<file path="src/rtl/ovf_req_pkg.sv">
package ovf_req_pkg;
  parameter int unsigned DATA_W  = 32;
  parameter int unsigned NUM_EVT = 3;
  parameter int unsigned NUM_REQ = 4;
  parameter int unsigned SEL_W   = 3;
  localparam int unsigned SRC_W  = NUM_EVT + 1;
  localparam int unsigned CYC_BIT = DATA_W - 1;
  typedef enum logic [1:0] {
    REQ_IRQ = 2'd0,
    REQ_FIQ = 2'd1,
    REQ_RST = 2'd2,
    REQ_DBG = 2'd3
  } req_kind_e;
endpackage

</file>
<file path="src/rtl/ovf_req_status.sv">
module ovf_req_status #(
  parameter int unsigned SRC_W = 4
) (
  input  logic             clk_i,
  input  logic             rst_ni,
  input  logic [SRC_W-1:0] set_i,
  input  logic [SRC_W-1:0] clr_i,
  output logic [SRC_W-1:0] stat_d_o,
  output logic [SRC_W-1:0] stat_q_o
);
  // a new overflow beats a clear in the same cycle
  always_comb stat_d_o = (stat_q_o & ~clr_i) | set_i;

  always_ff @(posedge clk_i or negedge rst_ni) begin
    if (!rst_ni) stat_q_o <= '0;
    else         stat_q_o <= stat_d_o;
  end
endmodule

</file>
<file path="src/rtl/ovf_req_mask_bank.sv">
module ovf_req_mask_bank #(
  parameter int unsigned DATA_W  = 32,
  parameter int unsigned NUM_EVT = 3,
  parameter int unsigned NUM_REQ = 4,
  parameter int unsigned SEL_W   = 3,
  localparam int unsigned SRC_W  = NUM_EVT + 1,
  localparam int unsigned CYC_BIT = DATA_W - 1,
  localparam int unsigned KIND_W = SEL_W - 1
) (
  input  logic                            clk_i,
  input  logic                            rst_ni,
  input  logic                            acc_en_i,
  input  logic                            acc_wr_i,
  input  logic [SEL_W-1:0]                acc_sel_i,
  input  logic [DATA_W-1:0]               acc_wdata_i,
  input  logic                            priv_i,
  input  logic                            user_en_i,
  output logic [DATA_W-1:0]               acc_rdata_o,
  output logic                            acc_err_o,
  output logic [NUM_REQ-1:0][SRC_W-1:0]   mask_d_o
);
  logic [NUM_REQ-1:0][SRC_W-1:0] mask_q;
  logic                          grant, wr_ok, rd_ok, clr_view;
  logic [KIND_W-1:0]             kind;
  logic [SRC_W-1:0]              wbits, rd_mask;
  logic                          rsvd_unused;

  assign grant    = priv_i | user_en_i;
  assign wr_ok    = acc_en_i & acc_wr_i & grant;
  assign rd_ok    = acc_en_i & ~acc_wr_i & grant;
  assign kind     = acc_sel_i[KIND_W-1:0];
  assign clr_view = acc_sel_i[SEL_W-1];
  assign wbits    = {acc_wdata_i[CYC_BIT], acc_wdata_i[NUM_EVT-1:0]};
  assign rsvd_unused = ^acc_wdata_i[CYC_BIT-1:NUM_EVT];

  for (genvar g = 0; g < NUM_REQ; g++) begin : g_mask
    always_comb begin
      mask_d_o[g] = mask_q[g];
      if (wr_ok && kind == KIND_W'(g))
        mask_d_o[g] = clr_view ? (mask_q[g] & ~wbits) : (mask_q[g] | wbits);
    end
  end

  always_ff @(posedge clk_i or negedge rst_ni) begin
    if (!rst_ni) begin
      mask_q    <= '0;
      acc_err_o <= 1'b0;
    end else begin
      mask_q    <= mask_d_o;
      acc_err_o <= acc_en_i & ~grant;
    end
  end

  assign rd_mask = mask_q[kind];
  always_comb begin
    acc_rdata_o = '0;
    if (rd_ok) begin
      acc_rdata_o[NUM_EVT-1:0] = rd_mask[NUM_EVT-1:0];
      acc_rdata_o[CYC_BIT]     = rd_mask[NUM_EVT];
    end
  end
endmodule

</file>
<file path="src/rtl/ovf_req_drive.sv">
module ovf_req_drive #(
  parameter int unsigned SRC_W   = 4,
  parameter int unsigned NUM_REQ = 4,
  parameter logic [NUM_REQ-1:0] ACT_LOW = '1
) (
  input  logic                          clk_i,
  input  logic                          rst_ni,
  input  logic [NUM_REQ-1:0][SRC_W-1:0] mask_i,
  input  logic [SRC_W-1:0]              stat_i,
  output logic [NUM_REQ-1:0]            req_o
);
  for (genvar g = 0; g < NUM_REQ; g++) begin : g_req
    logic hit;
    assign hit = |(mask_i[g] & stat_i);
    if (ACT_LOW[g]) begin : g_low
      always_ff @(posedge clk_i or negedge rst_ni) begin
        if (!rst_ni) req_o[g] <= 1'b1;
        else         req_o[g] <= ~hit;
      end
    end else begin : g_high
      always_ff @(posedge clk_i or negedge rst_ni) begin
        if (!rst_ni) req_o[g] <= 1'b0;
        else         req_o[g] <= hit;
      end
    end
  end
endmodule

</file>
<file path="src/rtl/ovf_req_router.sv">
module ovf_req_router
  import ovf_req_pkg::*;
(
  input  logic                clk_i,
  input  logic                rst_ni,
  input  logic                acc_en_i,
  input  logic                acc_wr_i,
  input  logic [SEL_W-1:0]    acc_sel_i,
  input  logic [DATA_W-1:0]   acc_wdata_i,
  input  logic                priv_i,
  input  logic                user_en_i,
  output logic [DATA_W-1:0]   acc_rdata_o,
  output logic                acc_err_o,
  input  logic [NUM_EVT-1:0]  evt_ovf_i,
  input  logic                cyc_ovf_i,
  input  logic [SRC_W-1:0]    stat_clr_i,
  output logic                irq_no,
  output logic                fiq_no,
  output logic                rst_req_no,
  output logic                dbg_req_o
);
  localparam logic [NUM_REQ-1:0] REQ_ACT_LOW = 4'b0111;

  logic [NUM_REQ-1:0][SRC_W-1:0] mask_d;
  logic [SRC_W-1:0]              stat_d, stat_q;
  logic [NUM_REQ-1:0]            req;

  ovf_req_mask_bank #(
    .DATA_W(DATA_W), .NUM_EVT(NUM_EVT), .NUM_REQ(NUM_REQ), .SEL_W(SEL_W)
  ) u_bank (
    .clk_i, .rst_ni, .acc_en_i, .acc_wr_i, .acc_sel_i, .acc_wdata_i,
    .priv_i, .user_en_i, .acc_rdata_o, .acc_err_o, .mask_d_o(mask_d)
  );

  ovf_req_status #(.SRC_W(SRC_W)) u_stat (
    .clk_i, .rst_ni,
    .set_i   ({cyc_ovf_i, evt_ovf_i}),
    .clr_i   (stat_clr_i),
    .stat_d_o(stat_d),
    .stat_q_o(stat_q)
  );

  ovf_req_drive #(.SRC_W(SRC_W), .NUM_REQ(NUM_REQ), .ACT_LOW(REQ_ACT_LOW)) u_drv (
    .clk_i, .rst_ni, .mask_i(mask_d), .stat_i(stat_d), .req_o(req)
  );

  assign irq_no     = req[REQ_IRQ];
  assign fiq_no     = req[REQ_FIQ];
  assign rst_req_no = req[REQ_RST];
  assign dbg_req_o  = req[REQ_DBG];
endmodule

</file>
<file path="config.mk">
export PLATFORM = sky130hd
export DESIGN_NAME = ovf_req_router
export DESIGN_NICKNAME = d
export VERILOG_FILES = /design/src/rtl/ovf_req_pkg.sv /design/src/rtl/ovf_req_status.sv /design/src/rtl/ovf_req_mask_bank.sv /design/src/rtl/ovf_req_drive.sv /design/src/rtl/ovf_req_router.sv
export SDC_FILE = /design/constraint.sdc
export NUM_CORES = 1
export LEC_CHECK = 0
export ABC_AREA = 1
export ABC_CLOCK_PERIOD_IN_PS = 850
export BUFFER_PORTS_ARGS = -buffer_cell sky130_fd_sc_hd__buf_2
export CAP_MARGIN = 20
export CORE_ASPECT_RATIO = 0.7
export CORE_MARGIN = 5
export CORE_UTILIZATION = 41
export CTS_CLUSTER_SIZE = 25
export DETAILED_ROUTE_END_ITERATION = 16
export PLACE_DENSITY = 0.73
export SLEW_MARGIN = 5
export SYNTH_ARGS = -nofsm -noshare
export SYNTH_HDL_FRONTEND = slang
export SYNTH_SLANG_ARGS = --single-unit
</file>
<file path="constraint.sdc">
create_clock -name clk_i -period 0.85 [get_ports clk_i]
set_input_delay 0.17 -clock clk_i [delete_from_list [all_inputs] [get_ports clk_i]]
set_output_delay 0.17 -clock clk_i [all_outputs]
set_load 0.05 [all_outputs]
</file>
==> out/metrics.cfg <==
[die]
core_area_mm2 = 0.00392
boundaryPins = 86
die_x_um = 86.0
rows = 19
die_y_um = 63.2
initial_utilization_pct = 42.3
die_area_mm2 = 0.00544

[setup_path]
cpMaxStageDelayCell = dfrtp_1
worstPathArrival_ns = 1.18
path_max_fanout = 2
crit_path_max_incr_delay_ns = 0.43
end_kind = output pin
worstPathCellList = a22oi_2, a21oi_4, buf_6
critical_path_class = flip-flop to output pin
cp-start-kind = flip-flop
crit_required_ns = 0.68

[layout]
finalNonFillerCells = 334
n_antenna_cell = 0
fin_nets = 332
synthToLayoutAreaGrowth_pct = 41.6
fin_util_pct = 59.9
final_layout_size_suffix_gt1_share_pct = 44.7

[place]
dp.cells = 322
port-buffer-count = 29
dp_hpwl_um = 3320
gp_congestion = 0.866

[power]
p_total_mw = 4.32
power_density_mw_per_mm2 = 1840
peakVddDrop_uv = 1200
power.leakage_nw = 1.23

[cts]
cts_tree = yes
cts_root_buffer = clkbuf_8
clk_latency_ns = 0.27
clock-sinks = 25
cts_max_level = 1
cts_buffers = 3
clkTransAtPathRegs_ns = 0.09
cts_buffer_depth = 2

[run]
max_cap_viol_count = 0

[drt]
vias = 1566
drc_errors = 0
ant_nets = 0
wire_per_inst_um = 13.1
routed_wl_um = 4370
first_pass_iters = 4
initialDrtViolationCount = 55
vias_per_cell = 4.69

[timing]
setup_violations = 28
rsz0062_at_grt = true
finalHoldViolCount = 0
slew_violations = 0
period_minus_slack_ns = 1.35
worst_slack_ns = -0.497
period_share_pct = 158
max_freq_mhz = 743
clock_skew_ns = 0.00549
hold_ws_ns = 0.166

[yosys]
ys_types = 20
syn_avg_cell_area_um2 = 7.37
mappedNetlistArea_mm2 = 0.00166
synth_seq_area_share_pct = 37.9
netlist_instances = 225
ys_warn_count = 0
ys_seq_elements = 25

[grt]
grt_first_pass_wirelength_um = 6980
grt_pass1_vias = 1522
grt_start_max_net_pins = 26
antenna_found_initial = 0
grt.overflow.total = 0
grt_usage_pct = 16.1

[min_path]
hold_path.class = input port to flip-flop

[status]
failed_checks = setup timing
status = finished with violations

final timing paths:
path                       slack [ns]                           end  cells past startpoint                         start
hold / removal                   0.17  u_stat.stat_q_o[0]$_DFF_PN0_                      2                 stat_clr_i[0]
hold reg to reg                  0.60  u_stat.stat_q_o[1]$_DFF_PN0_                      2  u_stat.stat_q_o[1]$_DFF_PN0_
min in group asynchronous        0.37  u_stat.stat_q_o[2]$_DFF_PN0_                      3                        rst_ni
setup reg to reg                -0.28      u_drv.req_o[0]$_DFF_PN1_                      7    u_bank.mask_q[1]$_DFF_PN0_
setup / recovery                -0.50                acc_rdata_o[2]                      3   u_bank.mask_q[14]$_DFF_PN0_
max in group asynchronous        0.26      u_drv.req_o[0]$_DFF_PN1_                      3                        rst_ni
kinds of logic after synthesis:
kind of cell | share of synthesized area, %
simple gates | 30.7
buf+inv | 22.2
flops | 37.9
compound gates | 8.90
other cells | 0.226
through the flow:
stage | cell area, um2 | worst slack [ns] | TNS, ns
final | 2350 | -0.497 | -5.46
after global routing | 2350 | -0.534 | -6.71
after CTS | 2300 | -0.504 | -5.23
after detailed placement | 2040 | -0.388 | -6.40
after global placement | 2040 | -0.359 | -5.86
after floorplan | 1890 | -0.148 | -0.694
per-layer routing:
layer  wire [um]  part of all wire [%]  track usage [%]  vias to the layer above
met5           0                     0                0                        -
met4          18                  0.41             1.78                        0
met3         328                   7.5             4.17                        2
met2        2130                    49             25.4                       50
met1        1900                    43             22.7                      749
li1            -                     -                -                      765
synth_stat cells:
| library cell | instances | area (um2) |
|---|---|---|
| nand2_1 | 50 | 188 |
| inv_1 | 36 | 135 |
| buf_4 | 29 | 218 |
| nand3_1 | 23 | 115 |
| dfrtp_1 | 22 | 551 |
| and2_1 | 13 | 81.3 |
| nand4_1 | 9 | 56.3 |
| a22oi_1 | 8 | 60.1 |
| nor2_1 | 7 | 26.3 |
| a21oi_1 | 4 | 20.0 |
| nand2_2 | 4 | 25.0 |
| o21bai_1 | 4 | 30.0 |
| dfstp_2 | 3 | 78.8 |
| inv_2 | 3 | 11.3 |
| o21a_1 | 3 | 22.5 |
| o21ai_0 | 3 | 15.0 |
| buf_2 | 1 | 5.00 |
| conb_1 | 1 | 3.75 |
| nor2_2 | 1 | 6.26 |
| nor2_4 | 1 | 11.3 |
cell type report:
type / count / area, um2
fill: 369 / 1570
multi-input combinational: 158 / 976
sequential: 25 / 631
timing repair buffer: 56 / 480
inverter: 39 / 151
tap: 52 / 65.1
clock buffer: 4 / 45.0
state kept, by name, indices dropped and copies added, names as in the netlist:
register / count
u_bank.mask_q: 16
u_drv.req_o: 4
u_bank.acc_err_o: 1
u_stat.stat_q_o: 4
worst max-delay path, delay by kind of cell (launching register included):
family                 cells  cell delay, ns
AO/OA/AOI/OAI              2            0.33
buffers and inverters      1            0.15
flip-flops                 1            0.43
where the power goes:
group	switching, mW	internal (mW)	total [mW]
clock network	0.382	0.336	0.718
logic	1.11	0.845	1.96
registers	0.226	1.42	1.64
layout by cell type, fill, tap and decap left out, types with 4 or more instances in the layout:
master,synthesis,final
nand3_1,23,18
nand3_2,0,5
conb_1,1,28
a22oi_2,0,8
buf_4,29,14
nand2_1,50,32
buf_2,1,20
and2_1,13,9
nand2_2,4,21
o21bai_2,0,4
inv_1,36,30
and2_4,0,4
nor2_1,7,4
dfrtp_1,22,21
nand4_1,9,9
inv_2,3,7
buf_6,0,16
a21oi_4,0,4
timing repair:
action,in CTS,in global routing
setup buffers,6,3
hold buffers,1,0
gates resized for setup,52,16
endpoints found under the setup margin,31,29
endpoints found under the hold margin,22,0
pin swaps,28,10
Power figures use the tool's default switching activity.
